File: src/rtl/cke_trk_pkg.sv
package cke_trk_pkg;

  localparam int CMD_W   = 3;
  localparam int STATE_W = 3;

  typedef enum logic [STATE_W-1:0] {
    PS_IDLE     = 3'd0,
    PS_ACTIVE   = 3'd1,
    PS_PRE_PD   = 3'd2,
    PS_ACT_PD   = 3'd3,
    PS_SELF_REF = 3'd4
  } pwr_state_e;

  typedef enum logic [CMD_W-1:0] {
    CM_NOP   = 3'd0,
    CM_DESEL = 3'd1,
    CM_ACT   = 3'd2,
    CM_READ  = 3'd3,
    CM_WRITE = 3'd4,
    CM_PRE   = 3'd5,
    CM_AREF  = 3'd6,
    CM_MRS   = 3'd7
  } cmd_e;

  // {previous sample, current sample}
  typedef enum logic [1:0] {
    CK_LL = 2'b00,
    CK_LH = 2'b01,
    CK_HL = 2'b10,
    CK_HH = 2'b11
  } cke_edge_e;

  typedef struct packed {
    pwr_state_e next;
    logic       bad;
    logic       sref_exit;
  } step_t;

  function automatic logic is_quiet(cmd_e c);
    return (c == CM_NOP) || (c == CM_DESEL);
  endfunction

  function automatic logic is_low_power(pwr_state_e s);
    return (s == PS_PRE_PD) || (s == PS_ACT_PD) || (s == PS_SELF_REF);
  endfunction

endpackage

File: src/rtl/cke_edge_sampler.sv
module cke_edge_sampler #(
  parameter bit RESET_LEVEL = 1'b1
) (
  input  logic                  clk,
  input  logic                  rst_n,
  input  logic                  cke,
  output cke_trk_pkg::cke_edge_e edge_kind
);
  logic cke_prev_q;

  always_ff @(posedge clk) begin
    if (!rst_n) cke_prev_q <= RESET_LEVEL;
    else        cke_prev_q <= cke;
  end

  assign edge_kind = cke_trk_pkg::cke_edge_e'({cke_prev_q, cke});
endmodule

File: src/rtl/pwr_step_decode.sv
module pwr_step_decode
  import cke_trk_pkg::*;
(
  input  pwr_state_e cur,
  input  cke_edge_e  edge_kind,
  input  cmd_e       cmd,
  input  logic       banks_idle,
  output step_t      step
);
  logic quiet;
  logic low_pwr;

  assign quiet   = is_quiet(cmd);
  assign low_pwr = is_low_power(cur);

  always_comb begin
    step.next      = cur;
    step.bad       = 1'b0;
    step.sref_exit = 1'b0;
    unique case (edge_kind)
      CK_LL: begin
        // low power states hold for any command
        if (!low_pwr) step.bad = 1'b1;
      end
      CK_LH: begin
        if (!low_pwr || !quiet) begin
          step.bad = 1'b1;
        end else begin
          case (cur)
            PS_ACT_PD:   step.next = PS_ACTIVE;
            PS_SELF_REF: begin
              step.next      = PS_IDLE;
              step.sref_exit = 1'b1;
            end
            default:     step.next = PS_IDLE;
          endcase
        end
      end
      CK_HL: begin
        if (low_pwr) begin
          step.bad = 1'b1;
        end else if (quiet) begin
          step.next = banks_idle ? PS_PRE_PD : PS_ACT_PD;
        end else if ((cmd == CM_AREF) && banks_idle) begin
          step.next = PS_SELF_REF;
        end else begin
          step.bad = 1'b1;
        end
      end
      CK_HH: begin
        if (low_pwr) step.bad = 1'b1;
        else         step.next = banks_idle ? PS_IDLE : PS_ACTIVE;
      end
      default: step.bad = 1'b1;
    endcase
  end
endmodule

File: src/rtl/pwr_state_reg.sv
module pwr_state_reg
  import cke_trk_pkg::*;
(
  input  logic       clk,
  input  logic       rst_n,
  input  step_t      step,
  output pwr_state_e state_q,
  output logic       illegal_q
);
  always_ff @(posedge clk) begin
    if (!rst_n) begin
      state_q   <= PS_IDLE;
      illegal_q <= 1'b0;
    end else begin
      state_q   <= step.next;
      illegal_q <= step.bad;
    end
  end
endmodule

File: src/rtl/xsr_quiet_window.sv
module xsr_quiet_window
  import cke_trk_pkg::*;
#(
  parameter int unsigned XSR_CYCLES = 200
) (
  input  logic clk,
  input  logic rst_n,
  input  logic start,
  input  cmd_e cmd,
  output logic active,
  output logic viol
);
  localparam int CNT_W = $clog2(XSR_CYCLES + 1);
  localparam logic [CNT_W-1:0] LOAD_VAL = CNT_W'(XSR_CYCLES);

  logic [CNT_W-1:0] remain_q;

  assign active = (remain_q != '0);

  always_ff @(posedge clk) begin
    if (!rst_n) begin
      remain_q <= '0;
      viol     <= 1'b0;
    end else begin
      viol <= active && !is_quiet(cmd);
      if (start)       remain_q <= LOAD_VAL;
      else if (active) remain_q <= remain_q - 1'b1;
    end
  end
endmodule

File: src/rtl/cke_power_tracker.sv
module cke_power_tracker
  import cke_trk_pkg::*;
#(
  parameter int unsigned XSR_CYCLES = 200
) (
  input  logic               clk,
  input  logic               rst_n,
  input  logic               cke,
  input  logic [CMD_W-1:0]   cmd,
  input  logic               banks_idle,
  output logic [STATE_W-1:0] pwr_state,
  output logic               illegal,
  output logic               in_recovery,
  output logic               recovery_viol
);
  cke_edge_e  edge_kind;
  cmd_e       cmd_t;
  step_t      step;
  pwr_state_e state_q;

  assign cmd_t = cmd_e'(cmd);

  cke_edge_sampler #(.RESET_LEVEL(1'b1)) u_sampler (
    .clk       (clk),
    .rst_n     (rst_n),
    .cke       (cke),
    .edge_kind (edge_kind)
  );

  pwr_step_decode u_decode (
    .cur        (state_q),
    .edge_kind  (edge_kind),
    .cmd        (cmd_t),
    .banks_idle (banks_idle),
    .step       (step)
  );

  pwr_state_reg u_state (
    .clk       (clk),
    .rst_n     (rst_n),
    .step      (step),
    .state_q   (state_q),
    .illegal_q (illegal)
  );

  xsr_quiet_window #(.XSR_CYCLES(XSR_CYCLES)) u_window (
    .clk    (clk),
    .rst_n  (rst_n),
    .start  (step.sref_exit),
    .cmd    (cmd_t),
    .active (in_recovery),
    .viol   (recovery_viol)
  );

  assign pwr_state = state_q;
endmodule

File: config.mk
export PLATFORM = sky130hd
export DESIGN_NAME = cke_power_tracker
export DESIGN_NICKNAME = d
export VERILOG_FILES = /design/src/rtl/cke_trk_pkg.sv /design/src/rtl/cke_edge_sampler.sv /design/src/rtl/pwr_step_decode.sv /design/src/rtl/pwr_state_reg.sv /design/src/rtl/xsr_quiet_window.sv /design/src/rtl/cke_power_tracker.sv
export SDC_FILE = /design/constraint.sdc
export NUM_CORES = 1
export LEC_CHECK = 0
export BUFFER_PORTS_ARGS = -buffer_cell sky130_fd_sc_hd__buf_2
export CORE_MARGIN = 3
export CORE_UTILIZATION = 58
export DETAILED_ROUTE_END_ITERATION = 12
export GPL_TIMING_DRIVEN = 0
export PLACE_DENSITY = 0.81
export SKIP_CTS_REPAIR_TIMING = 1
export SLEW_MARGIN = 10
export SYNTH_ARGS = -nofsm -noshare
export SYNTH_HDL_FRONTEND = slang
export SYNTH_HIERARCHICAL = 1
export SYNTH_SLANG_ARGS = --single-unit
File: constraint.sdc
create_clock -name clk -period 3.8 [get_ports clk]
set_input_delay 0.19 -clock clk [delete_from_list [all_inputs] [get_ports clk]]
set_output_delay 0.19 -clock clk [all_outputs]
set_load 0.01 [all_outputs]
==> results of run 1 <==
-- sequential cells by signal, indices dropped and copies added, names as in the netlist --
register	cells
u_window/remain_q	8
u_sampler/cke_prev_q	1
u_state/state_q	3
u_window/viol	1
u_state/illegal_q	1
-- placed cells by master (no fill, tap or decap), types with 4 or more instances in the layout --
cell	instances
nor2_1	5
inv_1	5
and2_1	4
nor3_1	7
dfxtp_1	14
buf_2	12
-- worst max-delay path: cells and delay by family (launching register included) --
family / cells / cell delay, ns
buffers and inverters: 3 / 0.28
adders and majority gates: 1 / 0.20
DFF: 1 / 0.33
and+or+nand+nor: 2 / 0.58
-- synth_stat cells (2+ instances only) --
library cell   n
o2111a_1       2
nor2b_1        2
and2_1         4
buf_4          2
nor2_1         5
a211oi_1       2
nor3b_1        3
a31oi_1        2
or3b_4         2
o21ai_0        3
xnor2_1        2
nor4_1         3
o31a_1         2
inv_1          5
ha_1           2
dfxtp_1       14
nand2_1        2
nand2b_1       3
nor3_1         7
or3_1          2
a21oi_1        2
-- power by group through the flow --
stage / combinational [mW] / clock [mW] / sequential [mW]
after global routing: 0.378 / 0.114 / 0.232
final: 0.346 / 0.106 / 0.226
after floorplan: 0.276 / 0 / 0.223
after global placement: 0.330 / 0 / 0.226
after CTS: 0.343 / 0.110 / 0.225
after detailed placement: 0.340 / 0 / 0.228
-- worst paths after layout --
| check | to | cells past startpoint | start | slack (ns) |
|---|---|---|---|---|
| max | in_recovery | 6 | u_window/remain_q[0]$_SDFFE_PP0P_ | 1.93 |
| min | u_sampler/cke_prev_q$_SDFF_PN1_ | 2 | cke | 0.10 |
| max reg2reg | u_window/remain_q[7]$_SDFFE_PN0P_ | 5 | u_window/remain_q[0]$_SDFFE_PP0P_ | 2.17 |
| min reg2reg | u_window/remain_q[5]$_SDFFE_PP0P_ | 2 | u_window/remain_q[5]$_SDFFE_PP0P_ | 0.59 |
-- per-stage QoR --
step                 util  worst slack (ns)  hold slack [ns]  std cells  power (mW)
floorplan               -              2.33            0.263         90       0.499
global placement    0.690              2.26            0.388        117       0.557
detailed placement  0.690              2.21            0.394        117       0.568
CTS                 0.718              1.93           0.0900        121       0.678
global route        0.718              1.84            0.101        121       0.725
finish              0.718              1.93            0.104        121       0.678
-- routing by layer --
layer	part of all wire	global-route usage	wire length (um)
met5	0	0	0
met4	0.019	0.108	32
met3	0.058	0.0747	98
met2	0.44	0.282	730
met1	0.49	0.260	817
-- final cells by class --
| cell class | count | share of cell area |
|---|---|---|
| Multi-Input combinational cell | 67 | 0.530 |
| Sequential cell | 14 | 0.296 |
| Timing Repair Buffer | 12 | 0.0635 |
| Clock buffer | 4 | 0.0384 |
| Buffer | 3 | 0.0278 |
| Inverter | 6 | 0.0238 |
| Tap cell | 15 | 0.0198 |
-- cell families (layout without fill, tap and decap cells) --
family | Yosys count | count (layout) | share of synthesized area
AND/OR/NAND/NOR | 42 | 42 | 0.357
AO/OA/AOI/OAI | 21 | 21 | 0.196
adder cells (fa/ha/maj) | 2 | 2 | 0.0301
XOR/XNOR | 2 | 2 | 0.0211
flip-flops | 14 | 14 | 0.337
buffers and inverters | 9 | 25 | 0.0587
==> impl_metrics.yaml, run 1 <==
sta:
  period_needed_ns: 1.87
  clock.fmax_mhz: 536
  timing.final.crit_share: 0.491
  report.final.slew_viol_count: 0
  setup-violations-final: 0
  timing_worst_slew_pin_value_ns: 0.469
  slew-limit-headroom: 0.679
  rsz_0062_raised_after_global_routing: "false"
  final.setup_skew_ns: 0.00406
  finalHoldViolations: 0
  final.setup.tns_ns: 0
power_and_ir_drop:
  power_density_nw_per_um2: 717
  comb_power_share: 0.510
  vdd_drop_max_mv: 0.513
  total_leakage_power_nw: 0.412
  power.share.sequential: 0.333
  net-switching-power_mw: 0.270
  pwr-share-clk: 0.156
  power_report.internal_total_mw: 0.409
  p_sw_frac: 0.397
placement:
  dp.final_hpwl_um: 1230
  placement.cell_area_um2: 910
  gp_congestion: 0.813
  place.port_buffers: 12
worst_setup_path:
  critical_path_start_type: "register"
  critical_path_class: "register to primary output"
  worst_ep_required_time_ns: 3.61
  critical_path_arrival_ns: 1.68
  timing.critical_path.slowest_stage_cell: "or3b_4"
  cpPeakStageDelay_ns: 0.45
  path_cells: "inv_1, ha_1, or3b_4, nor2_8, inv_2, buf_2"
  path_max_fanout: 5
  worst_setup_path_end_kind: "primary output"
grt:
  globalRoute.totalOverflow: 0
  grt_antenna_before_repair: 0
  grt_start_max_net_pins: 11
  grt_pass1_vias: 635
  grt_pass1_wl_um: 2770
  grt_util_all_layers: 0.200
clock_network:
  clk_root_buffer_cell: "clkbuf_4"
  clockBufferDepth: 2
  tritoncts.num_buffers: 3
  clk-insertion-delay-late_ns: 0.28
  tritoncts_num_sinks: 14
  clock_pin_slew_worst_setup_and_hold_paths_ns: 0.08
  cts_htree_levels: 1
  tritoncts: "yes"
synthesis:
  synth.yosys.warnings: 6
  yosys.area.top_type_share: 0.337
  ys_top_cells_by_area: "dfxtp_1 34%, nor3_1 4.2%, and2_1 3.0%, ha_1 3.0%, nor3b_1 2.7%"
  cells_after_synthesis: 90
  count_of_different_cell_masters_after_synthesis: 40
  synthesis.area_per_instance_um2: 9.23
  synthFlopType: "dfxtp_1"
  synth.cell_area_um2: 831
  seq_total_area_yosys: 0.337
  synth_seq_cells: 14
  synthArstFlopShare: 0
  top_cell_type_by_total_area_after_synthesis: "dfxtp_1"
  synth-edff-count: 0
  synth.net_count: 99
hold_path:
  min-delay-path-class: "input port to register"
die:
  rows: 13
  chipHeight_um: 43.8
  top_level_ports: 13
  starting_density_of_the_core: 0.631
  chipWidth_um: 43.8
  floorplan.die_area_um2: 1920
  core_um2: 1320
final_layout:
  drive_gt1_frac: 0.274
  final_cell_area_um2: 946
  fill_cells: 99
  nets: 116
  multi_input_area_um2: 502
  insertedDiodeCount: 0
  area.growth.synth_to_final_pct: 13.9
  ff_latch_area_um2: 280
job:
  max-cap-violations: 0
detailed_routing:
  initialDrtViolationCount: 7
  viasPerCell: 5.96
  drc: 0
  ant_nets: 0
  routed_wirelength_um: 1680
  routed_wire_length_per_instance_um: 13.9
  vias: 721
  drt_first_pass_iters: 4
run_status:
  outcome: "completed"
Power figures use the tool's default switching activity.
==> run 2, diff against run 1 <==
ABC_AREA = 1   (was not set)
CORE_UTILIZATION = 54   (was 58)
PLACE_DENSITY = 0.76   (was 0.81)
clock period = 1.85 ns   (was 3.8 ns; I/O delays follow)
==> impl_metrics.yaml, run 2 <==
run_status:
  outcome: "finished with violations"
  violations_in_the_final_reports: "negative hold slack"
detailed_routing:
  drc: 0
  routed_wirelength_um: 1610
  routed_wire_length_per_instance_um: 10.2
  drt_first_pass_iters: 4
  viasPerCell: 4.95
  initialDrtViolationCount: 19
  ant_nets: 0
  vias: 787
synthesis:
  synth.yosys.warnings: 6
  top_cell_type_by_total_area_after_synthesis: "dfxtp_1"
  synthFlopType: "dfxtp_1"
  synthArstFlopShare: 0
  synth_seq_cells: 14
  synth_most_common_cell: "nand2_1"
  ys_top_cells_by_area: "dfxtp_1 33%, nand2_1 14%, inv_1 8.4%, nor2_1 7.1%, nand3_1 6.5%"
  yosys.area.top_type_share: 0.330
  synth.cell_area_um2: 850
  synth.net_count: 137
  count_of_different_cell_masters_after_synthesis: 20
  synthesis.area_per_instance_um2: 6.64
  synth-edff-count: 0
  seq_total_area_yosys: 0.330
  yosys-top-cells-count: "32 x nand2_1, 19 x inv_1, 16 x nor2_1"
  cells_after_synthesis: 128
worst_setup_path:
  path_cells: "inv_1, ha_1, nand2_1, nor2_1, nand2_4, buf_2"
  critical_path.top_delay_family: "simple AND/OR/NAND/NOR gates"
  ff2ff_path_depth: 7
  worst_setup_path_end_kind: "primary output"
  critical_path_arrival_ns: 1.39
  critical_path_start_type: "register"
  r2r_end: "u_window/remain_q[0]$_SDFFE_PP0P_"
  critPathBufInv: 2
  worst_ep_required_time_ns: 1.76
  path_max_fanout: 9
  timing.critical_path.slowest_stage_cell: "dfxtp_1"
  crit-reg2reg-launch: "u_state/state_q[1]$_SDFF_PN0_"
  cpPeakStageDelay_ns: 0.33
  critical_path_class: "register to primary output"
  ff2ff_setup_slack_ns: 0.46
die:
  floorplan.die_area_um2: 2090
  rows: 13
  top_level_ports: 13
  starting_density_of_the_core: 0.614
  chipWidth_um: 45.7
  core_um2: 1380
  chipHeight_um: 45.7
clock_network:
  clk_root_buffer_cell: "clkbuf_4"
  clock_pin_slew_worst_setup_and_hold_paths_ns: 0.09
  clk-insertion-delay-late_ns: 0.28
  tritoncts: "yes"
  clockBufferDepth: 2
  cts_htree_levels: 1
  tritoncts_num_sinks: 14
  tritoncts.num_buffers: 3
grt:
  grt_pass1_wl_um: 2850
  grt_start_max_net_pins: 10
  globalRoute.totalOverflow: 0
  grt_pass1_vias: 721
  grt_util_all_layers: 0.183
  grt_antenna_before_repair: 0
sta:
  timing.final.crit_share: 0.800
  final.setup_skew_ns: 0.00479
  rsz_0062_raised_after_global_routing: "false"
  postLayoutSetupSlackWorst_ns: 0.371
  clock.fmax_mhz: 676
  timing_worst_slew_pin_value_ns: 0.263
  finalHoldViolations: 1
  period_needed_ns: 1.48
  slew-limit-headroom: 0.824
  finalHoldWorstSlack_ns: -0.00471
  setup-violations-final: 0
  report.final.slew_viol_count: 0
  final.setup.tns_ns: 0
placement:
  placement.cell_area_um2: 928
  gp_congestion: 0.824
  place.port_buffers: 12
  dp_cells: 155
  placement.setup.worst_slack_ns: 0.501
  dp.final_hpwl_um: 1300
final_layout:
  layout.cells.most_common: "nand2_1"
  final_cell_area_um2: 965
  nets: 154
  fin_cells: 159
  drive_gt1_frac: 0.257
  largest_reg_flops: 8
  insertedDiodeCount: 0
  top_flop_regs: "u_window/remain_q: 8 flops, u_state/state_q: 3 flops"
  register_name_with_the_most_flops: "u_window/remain_q"
  area.growth.synth_to_final_pct: 13.5
  layout_common_cells: "32 x nand2_1, 19 x inv_1, 16 x nor2_1"
hold_path:
  min-delay-path-class: "input port to register"
  min-delay-start: "cke"
  min_to: "u_sampler/cke_prev_q$_SDFF_PN1_"
  worstHoldPathCells: 3
power_and_ir_drop:
  vdd_drop_max_mv: 1.29
  total_leakage_power_nw: 0.534
  power_density_nw_per_um2: 1590
job:
  max-cap-violations: 0
[run 2: cell types whose count changed in the layout (fill, tap and decap cells not counted), moves of 4 or more]
cell	delta
and2_1	-4
inv_1	+14
inv_2	+4
nand2_1	+30
nand3_1	+11
nor2_1	+11
nor3_1	-6
o21ai_1	+4
[run 2: worst max-delay path by stage]
| stage | from | to | slack, ns | cells after the start |
|---|---|---|---|---|
| global route | u_window/remain_q[0]$_SDFFE_PP0P_ | in_recovery | 0.29 | 6 |
| floorplan | u_state/state_q[1]$_SDFF_PN0_ | u_window/remain_q[4]$_SDFFE_PP0P_ | 0.61 | 7 |
| global placement | u_state/state_q[2]$_SDFF_PN0_ | u_window/remain_q[2]$_SDFFE_PP0P_ | 0.53 | 8 |
| CTS | u_window/remain_q[1]$_SDFFE_PP0P_ | in_recovery | 0.35 | 6 |
| detailed placement | u_state/state_q[1]$_SDFF_PN0_ | u_window/remain_q[0]$_SDFFE_PP0P_ | 0.50 | 7 |
| finish | u_window/remain_q[1]$_SDFFE_PP0P_ | in_recovery | 0.37 | 6 |
[run 2: kinds of logic (layout without fill, tap and decap cells)]
| group | after synthesis | count (layout) | synth area share |
|---|---|---|---|
| buffers and inverters | 26 | 42 | 0.124 |
| XOR/XNOR | 2 | 2 | 0.0206 |
| AO/OA/AOI/OAI | 10 | 10 | 0.0722 |
| flip-flops | 14 | 14 | 0.330 |
| AND/OR/NAND/NOR | 74 | 74 | 0.424 |
| adder cells (fa/ha/maj) | 2 | 2 | 0.0295 |
[run 2: cell type report]
class	count	area [um2]
Tap cell	15	18.8
Sequential cell	14	280
Fill cell	132	418
Multi-Input combinational cell	88	464
Timing Repair Buffer	12	60.1
Clock buffer	4	36.3
Buffer	2	15.0
Inverter	24	90.1
[run 2: where the power goes]
| part | total (mW) | internal (mW) | switching, mW |
|---|---|---|---|
| logic | 0.829 | 0.316 | 0.513 |
| registers | 0.480 | 0.404 | 0.0756 |
| clock network | 0.223 | 0.120 | 0.104 |
| total | 1.53 | 0.840 | 0.693 |
[run 2: per-layer routing]
| metal | wire, um | up-vias | GRT usage |
|---|---|---|---|
| met2 | 698 | 22 | 0.279 |
| met5 | 0 | - | 0 |
| met3 | 102 | 2 | 0.0277 |
| met1 | 805 | 337 | 0.257 |
| met4 | 9 | 0 | 0.0702 |
| li1 | - | 426 | - |
[run 2: worst min-delay path, delay by kind of cell]
family | cells | cell delay, ns
buffers and inverters | 2 | 0.12
AND/OR/NAND/NOR | 1 | 0.04
[run 2: metrics by stage]
stage | hold WS, ns | power [mW] | util
2_1_floorplan | 0.161 | 1.15 | -
3_3_place_gp | 0.278 | 1.29 | 0.671
3_5_place_dp | 0.287 | 1.32 | 0.671
4_1_cts | -0.00929 | 1.55 | 0.698
5_1_grt | 0.0236 | 1.68 | 0.698
6_report | -0.00471 | 1.53 | 0.698
